## src/rtl/mmc_regs_pkg.sv

```systemverilog
package mmc_regs_pkg;

  localparam int unsigned WORD_W   = 32;
  localparam int unsigned NUM_RESP = 4;
  localparam int unsigned NUM_EVT  = 4;

  // event bit positions inside the status register
  localparam int unsigned EVT_CMD  = 0;
  localparam int unsigned EVT_DATA = 1;
  localparam int unsigned EVT_CARD = 2;
  localparam int unsigned EVT_TMO  = 3;

  typedef enum logic [3:0] {
    SEL_STATUS = 4'd0,
    SEL_ENABLE = 4'd1,
    SEL_BUFADR = 4'd2,
    SEL_CMD    = 4'd3,
    SEL_ARG    = 4'd4,
    SEL_RESP0  = 4'd5,
    SEL_RESP1  = 4'd6,
    SEL_RESP2  = 4'd7,
    SEL_RESP3  = 4'd8,
    SEL_BLKLEN = 4'd9,
    SEL_BLKCNT = 4'd10,
    SEL_CARD   = 4'd11,
    SEL_NONE   = 4'd15
  } reg_sel_e;

  typedef enum logic [1:0] {
    RSP_NONE   = 2'd0,
    RSP_SHORT  = 2'd1,
    RSP_LONG   = 2'd2,
    RSP_NOCRC  = 2'd3
  } rsp_kind_e;

  typedef struct packed {
    logic            read_dir;
    logic [1:0]      cmd_class;
    logic            busy_wait;
    rsp_kind_e       rsp_kind;
    logic            open_drain;
    logic [5:0]      opcode;
  } cmd_fields_t;

  function automatic cmd_fields_t unpack_cmd(input logic [WORD_W-1:0] w);
    cmd_fields_t f;
    f.opcode     = w[5:0];
    f.open_drain = w[6];
    f.rsp_kind   = rsp_kind_e'(w[9:8]);
    f.busy_wait  = w[11];
    f.cmd_class  = w[13:12];
    f.read_dir   = w[15];
    return f;
  endfunction

  function automatic reg_sel_e sel_from_index(input logic [3:0] idx, input logic valid);
    if (!valid || idx > 4'd11) return SEL_NONE;
    return reg_sel_e'(idx);
  endfunction

  // whether response word idx is loaded from the engine for a given kind
  function automatic logic resp_word_used(input rsp_kind_e kind, input int unsigned idx);
    case (kind)
      RSP_LONG:             return 1'b1;
      RSP_SHORT, RSP_NOCRC: return (idx == 0);
      default:              return 1'b0;
    endcase
  endfunction

endpackage

```

## src/rtl/mmc_card_sync.sv

```systemverilog
module mmc_card_sync #(
  parameter int unsigned STAGES = 2,
  parameter int unsigned WIDTH  = 2
) (
  input  logic             clk,
  input  logic             rst_n,
  input  logic [WIDTH-1:0] pins_i,
  output logic [WIDTH-1:0] state_o,
  output logic             change_o
);

  logic [WIDTH-1:0] chain_q [STAGES];
  logic [WIDTH-1:0] prev_q;

  for (genvar s = 0; s < STAGES; s++) begin : g_stage
    if (s == 0) begin : g_first
      always_ff @(posedge clk or negedge rst_n) begin
        if (!rst_n) chain_q[s] <= '0;
        else        chain_q[s] <= pins_i;
      end
    end else begin : g_next
      always_ff @(posedge clk or negedge rst_n) begin
        if (!rst_n) chain_q[s] <= '0;
        else        chain_q[s] <= chain_q[s-1];
      end
    end
  end

  always_ff @(posedge clk or negedge rst_n) begin
    if (!rst_n) prev_q <= '0;
    else        prev_q <= chain_q[STAGES-1];
  end

  assign state_o  = chain_q[STAGES-1];
  assign change_o = (chain_q[STAGES-1] != prev_q);

  // a reported change is followed by a settled state unless the pins move again
  assert_change_tracks_R9: assert property (@(posedge clk) disable iff (!rst_n)
    change_o |=> (prev_q == $past(state_o)));

endmodule

```

## src/rtl/mmc_evt_status.sv

```systemverilog
module mmc_evt_status
  import mmc_regs_pkg::*;
(
  input  logic               clk,
  input  logic               rst_n,
  input  logic [NUM_EVT-1:0] set_i,
  input  logic               clr_wr_i,
  input  logic [NUM_EVT-1:0] clr_mask_i,
  input  logic               en_wr_i,
  input  logic [NUM_EVT-1:0] en_wdata_i,
  output logic [NUM_EVT-1:0] status_o,
  output logic [NUM_EVT-1:0] enable_o,
  output logic               irq_o
);

  logic [NUM_EVT-1:0] status_q, enable_q, clr_eff;

  assign clr_eff = clr_wr_i ? clr_mask_i : '0;

  always_ff @(posedge clk or negedge rst_n) begin
    if (!rst_n) begin
      status_q <= '0;
      enable_q <= '0;
    end else begin
      status_q <= (status_q & ~clr_eff) | set_i;
      if (en_wr_i) enable_q <= en_wdata_i;
    end
  end

  assign status_o = status_q;
  assign enable_o = enable_q;
  assign irq_o    = |(status_q & enable_q);

  assert_w1c_clears_R10: assert property (@(posedge clk) disable iff (!rst_n)
    (clr_wr_i && set_i == '0) |=> ((status_q & $past(clr_mask_i)) == '0));

  assert_event_wins_R10: assert property (@(posedge clk) disable iff (!rst_n)
    (set_i != '0) |=> ((status_q & $past(set_i)) == $past(set_i)));

  assert_enable_kept_R11: assert property (@(posedge clk) disable iff (!rst_n)
    !en_wr_i |=> $stable(enable_q));

endmodule

```

## src/rtl/mmc_cmd_launch.sv

```systemverilog
module mmc_cmd_launch
  import mmc_regs_pkg::*;
(
  input  logic                       clk,
  input  logic                       rst_n,
  input  logic                       cmd_wr_i,
  input  logic [WORD_W-1:0]          cmd_wdata_i,
  input  logic [WORD_W-1:0]          arg_i,
  input  logic                       eng_done_i,
  input  logic                       eng_tmo_i,
  input  logic [NUM_RESP*WORD_W-1:0] eng_resp_i,
  output logic [WORD_W-1:0]          cmd_word_o,
  output logic [WORD_W-1:0]          cmd_arg_o,
  output logic                       start_o,
  output logic [NUM_RESP-1:0][WORD_W-1:0] resp_o,
  output logic                       ev_end_o,
  output logic                       ev_tmo_o
);

  logic              busy_q, start_q;
  logic [WORD_W-1:0] cmd_word_q, cmd_arg_q;
  logic [NUM_RESP-1:0][WORD_W-1:0] resp_q;
  logic              accept, ev_end, ev_tmo;
  cmd_fields_t       cur;

  assign cur    = unpack_cmd(cmd_word_q);
  assign accept = cmd_wr_i && !busy_q;
  assign ev_tmo = busy_q && eng_tmo_i;
  assign ev_end = busy_q && eng_done_i && !eng_tmo_i;

  always_ff @(posedge clk or negedge rst_n) begin
    if (!rst_n) begin
      busy_q     <= 1'b0;
      start_q    <= 1'b0;
      cmd_word_q <= '0;
      cmd_arg_q  <= '0;
    end else begin
      start_q <= accept;
      if (accept) begin
        busy_q     <= 1'b1;
        cmd_word_q <= cmd_wdata_i;
        cmd_arg_q  <= arg_i;
      end else if (ev_end || ev_tmo) begin
        busy_q <= 1'b0;
      end
    end
  end

  for (genvar i = 0; i < NUM_RESP; i++) begin : g_resp
    always_ff @(posedge clk or negedge rst_n) begin
      if (!rst_n) resp_q[i] <= '0;
      else if (ev_end)
        resp_q[i] <= resp_word_used(cur.rsp_kind, i) ? eng_resp_i[i*WORD_W +: WORD_W] : '0;
    end
  end

  assign cmd_word_o = cmd_word_q;
  assign cmd_arg_o  = cmd_arg_q;
  assign start_o    = start_q;
  assign resp_o     = resp_q;
  assign ev_end_o   = ev_end;
  assign ev_tmo_o   = ev_tmo;

  assert_launch_pulse_R3: assert property (@(posedge clk) disable iff (!rst_n)
    $rose(busy_q) |-> start_q);

  assert_single_pulse_R3: assert property (@(posedge clk) disable iff (!rst_n)
    start_q |=> !start_q);

  assert_busy_ignore_R4: assert property (@(posedge clk) disable iff (!rst_n)
    (busy_q && cmd_wr_i) |=> ($stable(cmd_word_q) && !start_q));

  assert_arg_held_R5: assert property (@(posedge clk) disable iff (!rst_n)
    busy_q |=> $stable(cmd_arg_q) || start_q);

  assert_resp_hold_R6: assert property (@(posedge clk) disable iff (!rst_n)
    !ev_end |=> $stable(resp_q));

endmodule

```

## src/rtl/mmc_host_regs.sv

```systemverilog
module mmc_host_regs
  import mmc_regs_pkg::*;
#(
  parameter int unsigned ADDR_W = 6,
  parameter int unsigned BLK_W  = 11
) (
  input  logic                        clk,
  input  logic                        rst_n,
  input  logic                        bus_wr_en,
  input  logic                        bus_rd_en,
  input  logic [ADDR_W-1:0]           bus_addr,
  input  logic [31:0]                 bus_wdata,
  output logic [31:0]                 bus_rdata,
  output logic                        bus_rvalid,
  output logic                        irq_o,
  output logic                        eng_cmd_start_o,
  output logic [5:0]                  eng_opcode_o,
  output logic [1:0]                  eng_rsp_kind_o,
  output logic                        eng_open_drain_o,
  output logic                        eng_busy_wait_o,
  output logic [1:0]                  eng_cmd_class_o,
  output logic                        eng_read_dir_o,
  output logic [31:0]                 eng_cmd_arg_o,
  output logic [31:0]                 eng_buf_addr_o,
  output logic [BLK_W:0]              eng_blk_len_o,
  output logic [BLK_W:0]              eng_blk_cnt_o,
  input  logic                        eng_cmd_done_i,
  input  logic                        eng_cmd_timeout_i,
  input  logic                        eng_data_done_i,
  input  logic [127:0]                eng_resp_i,
  input  logic                        card_present_i,
  input  logic                        card_wp_i
);

  localparam int unsigned IDX_W = ADDR_W - 2;

  function automatic logic [BLK_W:0] span_of(input logic [BLK_W-1:0] field);
    return {1'b0, field} + 1'b1;
  endfunction

  // address decode
  logic [IDX_W-1:0] word_idx;
  logic             idx_ok;
  reg_sel_e         sel;

  assign word_idx = bus_addr[ADDR_W-1:2];
  assign idx_ok   = (bus_addr[1:0] == 2'b00) && (word_idx < IDX_W'(12));
  assign sel      = sel_from_index(word_idx[3:0], idx_ok);

  // plain setup registers
  logic [WORD_W-1:0] buf_addr_q, arg_q;
  logic [BLK_W-1:0]  blk_len_q, blk_cnt_q;

  always_ff @(posedge clk or negedge rst_n) begin
    if (!rst_n) begin
      buf_addr_q <= '0;
      arg_q      <= '0;
      blk_len_q  <= '0;
      blk_cnt_q  <= '0;
    end else if (bus_wr_en) begin
      case (sel)
        SEL_BUFADR: buf_addr_q <= bus_wdata;
        SEL_ARG:    arg_q      <= bus_wdata;
        SEL_BLKLEN: blk_len_q  <= bus_wdata[BLK_W-1:0];
        SEL_BLKCNT: blk_cnt_q  <= bus_wdata[BLK_W-1:0];
        default: ;
      endcase
    end
  end

  // command launch and response capture
  logic [WORD_W-1:0]               cmd_word;
  logic [NUM_RESP-1:0][WORD_W-1:0] resp;
  logic                            ev_end, ev_tmo;
  cmd_fields_t                     fields;

  mmc_cmd_launch u_launch (
    .clk         (clk),
    .rst_n       (rst_n),
    .cmd_wr_i    (bus_wr_en && sel == SEL_CMD),
    .cmd_wdata_i (bus_wdata),
    .arg_i       (arg_q),
    .eng_done_i  (eng_cmd_done_i),
    .eng_tmo_i   (eng_cmd_timeout_i),
    .eng_resp_i  (eng_resp_i),
    .cmd_word_o  (cmd_word),
    .cmd_arg_o   (eng_cmd_arg_o),
    .start_o     (eng_cmd_start_o),
    .resp_o      (resp),
    .ev_end_o    (ev_end),
    .ev_tmo_o    (ev_tmo)
  );

  assign fields           = unpack_cmd(cmd_word);
  assign eng_opcode_o     = fields.opcode;
  assign eng_rsp_kind_o   = fields.rsp_kind;
  assign eng_open_drain_o = fields.open_drain;
  assign eng_busy_wait_o  = fields.busy_wait;
  assign eng_cmd_class_o  = fields.cmd_class;
  assign eng_read_dir_o   = fields.read_dir;

  // card detect
  logic [1:0] card_state;
  logic       card_change;

  mmc_card_sync #(.STAGES(2), .WIDTH(2)) u_card (
    .clk      (clk),
    .rst_n    (rst_n),
    .pins_i   ({card_wp_i, card_present_i}),
    .state_o  (card_state),
    .change_o (card_change)
  );

  // event status and interrupt
  logic [NUM_EVT-1:0] evt_set, evt_status, evt_enable;

  always_comb begin
    evt_set           = '0;
    evt_set[EVT_CMD]  = ev_end;
    evt_set[EVT_DATA] = eng_data_done_i;
    evt_set[EVT_CARD] = card_change;
    evt_set[EVT_TMO]  = ev_tmo;
  end

  mmc_evt_status u_status (
    .clk        (clk),
    .rst_n      (rst_n),
    .set_i      (evt_set),
    .clr_wr_i   (bus_wr_en && sel == SEL_STATUS),
    .clr_mask_i (bus_wdata[NUM_EVT-1:0]),
    .en_wr_i    (bus_wr_en && sel == SEL_ENABLE),
    .en_wdata_i (bus_wdata[NUM_EVT-1:0]),
    .status_o   (evt_status),
    .enable_o   (evt_enable),
    .irq_o      (irq_o)
  );

  // registered read port
  logic [31:0] rd_mux;

  always_comb begin
    case (sel)
      SEL_STATUS: rd_mux = 32'(evt_status);
      SEL_ENABLE: rd_mux = 32'(evt_enable);
      SEL_BUFADR: rd_mux = buf_addr_q;
      SEL_CMD:    rd_mux = cmd_word;
      SEL_ARG:    rd_mux = arg_q;
      SEL_RESP0:  rd_mux = resp[0];
      SEL_RESP1:  rd_mux = resp[1];
      SEL_RESP2:  rd_mux = resp[2];
      SEL_RESP3:  rd_mux = resp[3];
      SEL_BLKLEN: rd_mux = 32'(blk_len_q);
      SEL_BLKCNT: rd_mux = 32'(blk_cnt_q);
      SEL_CARD:   rd_mux = 32'(card_state);
      default:    rd_mux = '0;
    endcase
  end

  always_ff @(posedge clk or negedge rst_n) begin
    if (!rst_n) begin
      bus_rdata  <= '0;
      bus_rvalid <= 1'b0;
    end else begin
      bus_rvalid <= bus_rd_en;
      if (bus_rd_en) bus_rdata <= rd_mux;
    end
  end

  assign eng_buf_addr_o = buf_addr_q;
  assign eng_blk_len_o  = span_of(blk_len_q);
  assign eng_blk_cnt_o  = span_of(blk_cnt_q);

  assert_tmo_no_end_R7: assert property (@(posedge clk) disable iff (!rst_n)
    eng_cmd_timeout_i |=> !$rose(evt_status[EVT_CMD]));

  assert_irq_masked_R11: assert property (@(posedge clk) disable iff (!rst_n)
    (bus_wr_en && sel == SEL_ENABLE && bus_wdata[NUM_EVT-1:0] == '0) |=> !irq_o);

  assert_read_latency_R2: assert property (@(posedge clk) disable iff (!rst_n)
    bus_rd_en |=> bus_rvalid);

endmodule

```

## config.mk

```make
export PLATFORM = sky130hd
export DESIGN_NAME = mmc_host_regs
export DESIGN_NICKNAME = d
export VERILOG_FILES = /design/src/rtl/mmc_regs_pkg.sv /design/src/rtl/mmc_card_sync.sv /design/src/rtl/mmc_evt_status.sv /design/src/rtl/mmc_cmd_launch.sv /design/src/rtl/mmc_host_regs.sv
export SDC_FILE = /design/constraint.sdc
export NUM_CORES = 1
export LEC_CHECK = 0
export BUFFER_PORTS_ARGS = -buffer_cell sky130_fd_sc_hd__clkbuf_2
export CORE_UTILIZATION = 40
export CTS_CLUSTER_DIAMETER = 80
export CTS_CLUSTER_SIZE = 24
export DETAILED_ROUTE_END_ITERATION = 12
export RECOVER_POWER = 25
export SKIP_CTS_REPAIR_TIMING = 1
export SYNTH_ARGS = -nofsm -noshare
export SYNTH_HDL_FRONTEND = slang
export SYNTH_HIERARCHICAL = 1
export SYNTH_SLANG_ARGS = --single-unit
```

## constraint.sdc

```tcl
create_clock -name clk -period 2.8 [get_ports clk]
set_input_delay 0.56 -clock clk [delete_from_list [all_inputs] [get_ports clk]]
set_output_delay 0.56 -clock clk [all_outputs]
set_load 0.01 [all_outputs]
```

==> impl_results.md, run 1 <==
* Ranking of synthesized cells by area: dfrtp_1, mux2_2, mux2_4
* Max Cap Viol at 1
* P per Cell Area at between 500 and 600 nW/µm²
* Clock-pin slew on the worst setup and hold paths at approximately 100 ps
* Fin. Hold Viols at 0
* Clk sinks at 327
* Total stage count of the critical path at 6
* Core area at 39,000 µm²
* Primary FF master, synth: dfrtp_1
* Drt total wl at 47,200 µm
* Commonest non-fill, non-tap cells in the layout: dfrtp_1, clkbuf_2, mux2_2
* Yosys synthesis warning count at 6
* 1st-iter DRT viols at 723
* Outcome: complete, but fails checks
* Finished Cell Area at 18,800 µm²
* # setup viols final at 0
* Synth async-reset ratio at 100%
* Clock skew at 14.1 ps
* Die extent in y at around 200 µm
* Area share of the largest cell type after synthesis at between 50 and 60%
* Worst VDD drop at 338 µV
* Final HPWL DP at 33,300 µm
* Leak at 0.00937 µW
* First-pass GRT wire length at approximately 71,000 µm
* Worst r2r dst: u_launch/resp_o[99]
* Distinct cell type count after synthesis at 50
* Die ar. at 40,700 µm²
* Crit share post-route at 93.6%
* Clock Tree Buf Depth at 3
* Worst min path class: primary input to async pin
* Slew margin rel. at -14.4%
* Syn-to-layout area delta at 17.7%
* Critical path's slowest cell: dfrtp_1
* Largest net degree at the start of global routing at 88
* Worst-Margin Slew at 1720 ps
* Drt drc at 0
* R2r startpoint: u_launch/cmd_word_o[8]
* Reg2Reg Depth at 3
* Min Tclk post-route at 2620 ps
* Crit path max fanout at 7
* Setup TNS at 0 ps
* Crit path to: eng_blk_len_o[9]
* Worst EP required at 2240 ps
* Violated checks: capacitance limit, slew limit
* CP startpoint: blk_len_q[2]
* Antenna-violating nets left at 0
* RD Place Congestion at between 0.8 and 0.9
* Startpoint types: flop
* Share of cells above drive strength 1 at 44.3%
* Seq cells post-synth at about 330
* CTS tree: yes
* Total CTS buffers at 19
* Dpl cell area at 18,200 µm²
* RSZ-0062 raised after global routing: no
* Root buf cell: clkbuf_16
* F_max at 0.382 GHz
* Nets at between 1,500 and 2,000
* Seq/Total Area, Yosys at 51.3%
* Mapped cell area at 16,000 µm²
* GRT Total Usage at 22.9%
* Post-Syn Nets at ~1,400
* Post-synthesis cell type with the largest combined area: dfrtp_1
* Antenna violations before repair at 3
* EDFF count, synth at 0
* Site row count at 72
* Synth Area per Inst at 13.4 µm²
* Crit path kind: flop to output port
* R2r setup slk at 940 ps
* Arr. time, crit path at 2060 ps
* Slew Viols, Final at 32
* Clock latency on the worst-skew pair at 530 ps
* Total gr overflow at 0
* Vias after detailed routing at 10,900
* CP delay by family, top: simple AND/OR/NAND/NOR gates
* Vias per cell at 5.46
* CP endpoint kind: output port
* Synth Instances at 1,186
* Buf/Inv on CP at 1
* Die width at roughly 200 µm
* Vias in the first global route at approximately 11,000
* Wirelength per Cell at 23.6 µm
* Commonest non-fill, non-tap cell in the layout: dfrtp_1
* CP Cell Sequence: and4_1 > nand2_1 > nor2_1 > nand3_1 > xnor2_1 > clkbuf_2
* Initial Util at approximately two fifths
* Drt first pass iters at 5
* # IOs at 311
* CP max stage delay at around 500 ps
* CTS H-tree depth at 1
* Buffers on Ports at 310
## metrics by stage
stage	power, µW	worst slack [ps]	utilization [%]	std cells	hold WS [ps]
floorplan	6210	312	-	1186	264
global placement	6990	315	46.7	1964	345
detailed placement	7030	245	46.7	1964	344
CTS	10200	119	48.3	1996	60.6
global route	10500	34.8	48.1	1999	79.3
finish	10100	179	48.1	1999	40.2
## logic make-up after synthesis
family	after synthesis	share of synthesized area, %
fa+ha+maj	2	0.157
buf+inv	132	4.19
xor+xnor	20	1.10
mux	332	26.1
compound gates	164	7.79
flops	327	51.3
simple gates	209	9.34
## area by class of cell
type                    instances  area, µm²
fillers                      3555      20200
flip-flops and latches        327       8190
multi-input cells             727       7140
repair buffers                357       2040
well taps                     518        648
clock buffers                  22        497
inverters                      35        131
clock inverters                10        128
diodes                          3       7.51
## registers in the layout, summed over array words and instances, names as in the netlist, 4 cells and up
signal	flops
bus_rdata	32
u_status/enable_o	4
arg_q	32
u_status/status_o	4
eng_buf_addr_o	32
blk_cnt_q	11
u_launch/resp_o	128
blk_len_q	11
u_launch/cmd_word_o	32
u_launch/cmd_arg_o	32
## worst reg2reg max path, stage by stage (launching register included)
cell and delay, ps:
dfrtp_4 850, buf_4 370, and3b_1 260, mux2_4 270
## worst min path at each step
stage / startpoint / endpoint / cells past startpoint
2_1_floorplan: rst_n / arg_q[0] / 0
3_3_place_gp: u_card/chain_q[2] / u_card/state_o[0] / 0
3_5_place_dp: u_card/chain_q[2] / u_card/state_o[0] / 0
4_1_cts: rst_n / u_launch/resp_o[38] / 1
5_1_grt: rst_n / u_launch/resp_o[39] / 1
6_report: rst_n / u_launch/resp_o[38] / 1
## report_power, final
group | leakage (µW) | total (µW) | switching [µW] | internal, µW
Clock | 0.000304 | 3170 | 1670 | 1500
Combinational | 0.00477 | 1490 | 757 | 730
Sequential | 0.00430 | 5420 | 368 | 5050
## routing by layer
metal / GRT usage (%) / part of all wire [%] / vias to the layer above
met3: 2.40 / 4.2 / 46
met2: 36.0 / 47 / 312
met1: 33.8 / 47 / 5604
met4: 5.84 / 2.1 / 0
met5: 0 / 0 / -
li1: - / - / 4943
## Yosys cell counts (12+ instances only)
cell type    n
inv_1       35
a2bb2oi_1   16
o211ai_1    17
o2bb2ai_1   30
mux2_2     160
buf_4       14
mux4_2      16
a22o_1      12
xnor2_1     14
nand3_1     45
clkbuf_1    35
mux2i_1     63
and3b_1     97
dfrtp_1    327
buf_2       36
nand2_1     18
o21ai_0     40
a221oi_1    27
mux2_4      87
Note: power is estimated with default switching activity, not from simulation.
==> run 2, diff against run 1 <==
--- a/config.mk
+++ b/config.mk
@@ -9,5 +9,5 @@
 export CORE_UTILIZATION = 40
 export CTS_CLUSTER_DIAMETER = 80
-export CTS_CLUSTER_SIZE = 24
+export CTS_CLUSTER_SIZE = 25
 export DETAILED_ROUTE_END_ITERATION = 12
 export RECOVER_POWER = 25
==> constraint.sdc (replaced) <==
create_clock -name clk -period 2.8 [get_ports clk]
set_input_delay 0 -clock clk [delete_from_list [all_inputs] [get_ports clk]]
set_output_delay 0 -clock clk [all_outputs]
set_load 0.01 [all_outputs]
==> run 2 against run 1 <==
The flow now finishes without violations. Largest cell class unchanged. Critical path type unchanged. Utilization is 4.0 points higher. Via count up 6.4%. First-iteration DRC count fell by 12%.
==> impl_results.md, run 2 (synthesis gave the netlist of run 1 again) <==
* P per Cell Area at 507 nW/µm² (-5.5%)
* Critical path's slowest cell: dfrtp_4
* Clock Tree Buf Depth at 3 (unchanged)
* Switching power at 2920 µW (+4.5%)
* Nets at 1,801 (+9.5%)
* Vias per cell at 5.38 (-1.3%)
* Min Tclk post-route at 2050 ps (-575 ps)
* Die ar. at 40,700 µm² (unchanged)
* Commonest non-fill, non-tap cells in the layout: dfrtp_1, clkbuf_2, dlygate4sd3_1
* Final HPWL DP at 33,200 µm (-0.19%)
* Setup TNS at 0 ps (unchanged)
* Slew Viols, Final at 0 (-100%)
* Final Total Pwr at 10,300 µW (+2.3%)
* Worst VDD drop at 286 µV (-15%)
* CP delay by family, top: flip-flops
* Drt total wl at 48,900 µm (+3.8%)
* Buf/Inv on CP at 1 (unchanged)
* Crit path max fanout at 131 (+124)
* First-pass GRT wire length at 72,100 µm (+1.2%)
* Finished Cell Area at 20,300 µm² (+8.2%)
* Worst EP required at 2800 ps (+560 ps)
* Total gr overflow at 0 (unchanged)
* Clock skew at 19.1 ps (+5.01 ps)
* Crit share post-route at 73.1% (-21 points)
* Largest net degree at the start of global routing at 132 (+50%)
* Die extent in y at 202 µm (unchanged)
* Arr. time, crit path at 2050 ps (about the same)
* Seq pwr share at 52.7% (-1.1 points)
* Crit path kind: flop to output port
* CTS H-tree depth at 1 (unchanged)
* Reg area at 8190 µm² (unchanged)
* Largest register FFs at 128 (unchanged)
* Fin. Hold Viols at 0 (unchanged)
* Max Cap Viol at 0 (-1)
* CTS tree: yes
* Root buf cell: clkbuf_16
* Leak at 0.0100 µW (+7.1%)
* Clock latency on the worst-skew pair at 540 ps (about the same)
* Vias in the first global route at 11,200 (+0.68%)
* Clock network power share at 31.3% (-0.2 points)
* Worst hold slack at 12.3 ps (-28.0 ps)
* Sw Ratio at 28.3% (+0.60 points)
* Site row count at 72 (unchanged)
* Worst-Margin Slew at 1250 ps (-462 ps)
* CP max stage delay at 1210 ps (+710 ps)
* Commonest non-fill, non-tap cell in the layout: dfrtp_1
* GRT Total Usage at 23.2% (+0.33 points)
* Drt first pass iters at 4 (-1)
* Dpl cell area at 18,000 µm² (-1.2%)
* Post-layout util at 52.1% (+4.0 points)
* Initial Util at 40.9% (unchanged)
* 1st-iter DRT viols at 634 (-12%)
* Slew margin rel. at 16.3% (+31 points)
* Total CTS buffers at 20 (+1)
* Share of cells above drive strength 1 at 40.0% (-4.3 points)
* F_max at 0.489 GHz (+28%)
* RSZ-0062 raised after global routing: no
* Core area at 39,000 µm² (unchanged)
* # setup viols final at 0 (unchanged)
* Area taken by multi-input logic gates at 7140 µm² (about the same)
* Clock-pin slew on the worst setup and hold paths at 100 ps (about the same)
* # IOs at 311 (unchanged)
* Startpoint types: flop
* Combinational Power Share at 15.9% (+1.1 points)
* Antenna-violating nets left at 0 (unchanged)
* Buffers on Ports at 310 (unchanged)
* Clk sinks at 327 (unchanged)
* Worst min path class: primary input to async pin
* CP endpoint kind: output port
* Antenna violations before repair at 1 (-2)
* Wirelength per Cell at 22.7 µm (-3.7%)
* Drt drc at 0 (unchanged)
* RD Place Congestion at 0.859 (unchanged)
* Fill count at 3,430 (-3.5%)
* Pint at 7390 µW (+1.4%)
* Syn-to-layout area delta at 27.4%
* Outcome: finished clean
* Vias after detailed routing at 11,600 (+6.4%)
* Die width at 202 µm (unchanged)
* CP Cell Sequence: clkbuf_2
[run 2: through the flow]
stage	setup WS, ps	cells
2_1_floorplan	872	1186
3_3_place_gp	706	1951
3_5_place_dp	689	1951
4_1_cts	713	1984
5_1_grt	549	2154
6_report	754	2155
[run 2: final cells by class]
class                      instances  share of cell area [%]
tap                              518                    3.19
inverter                          35                   0.646
timing repair buffer             513                    17.5
sequential                       327                    40.3
clock buffer                      23                    2.67
multi-input combinational        727                    35.1
clock inverter                    10                   0.573
antenna                            2                  0.0246
[run 2: path summary, 6_finish.rpt]
kind	startpoint	slack, ps	cells past startpoint	endpoint
worst max-delay path	u_launch/cmd_word_o[9]	750	1	eng_rsp_kind_o[1]
worst min-delay path	rst_n	10	2	u_launch/resp_o[71]
worst max register to register	u_launch/cmd_word_o[9]	900	2	u_launch/resp_o[24]
worst min register to register	u_card/chain_q[2]	360	0	u_card/state_o[0]
max in group asynchronous	rst_n	960	3	u_card/prev_q[0]
min in group clk	bus_addr[0]	10	4	bus_rdata[2]
[run 2: power groups by stage]
stage / clock (µW) / sequential, µW / combinational (µW)
2_1_floorplan: 0 / 5390 / 826
3_3_place_gp: 0 / 5520 / 1440
3_5_place_dp: 0 / 5530 / 1460
4_1_cts: 3320 / 5430 / 1470
5_1_grt: 3500 / 5490 / 1780
6_report: 3230 / 5440 / 1640
[run 2: layer usage]
layer	vias up	wire length [µm]	global-route usage [%]
met2	290	23300	36.7
met3	48	1600	2.72
met5	-	0	0
li1	5245	-	-
met4	0	843	4.79
met1	6018	23200	34.4
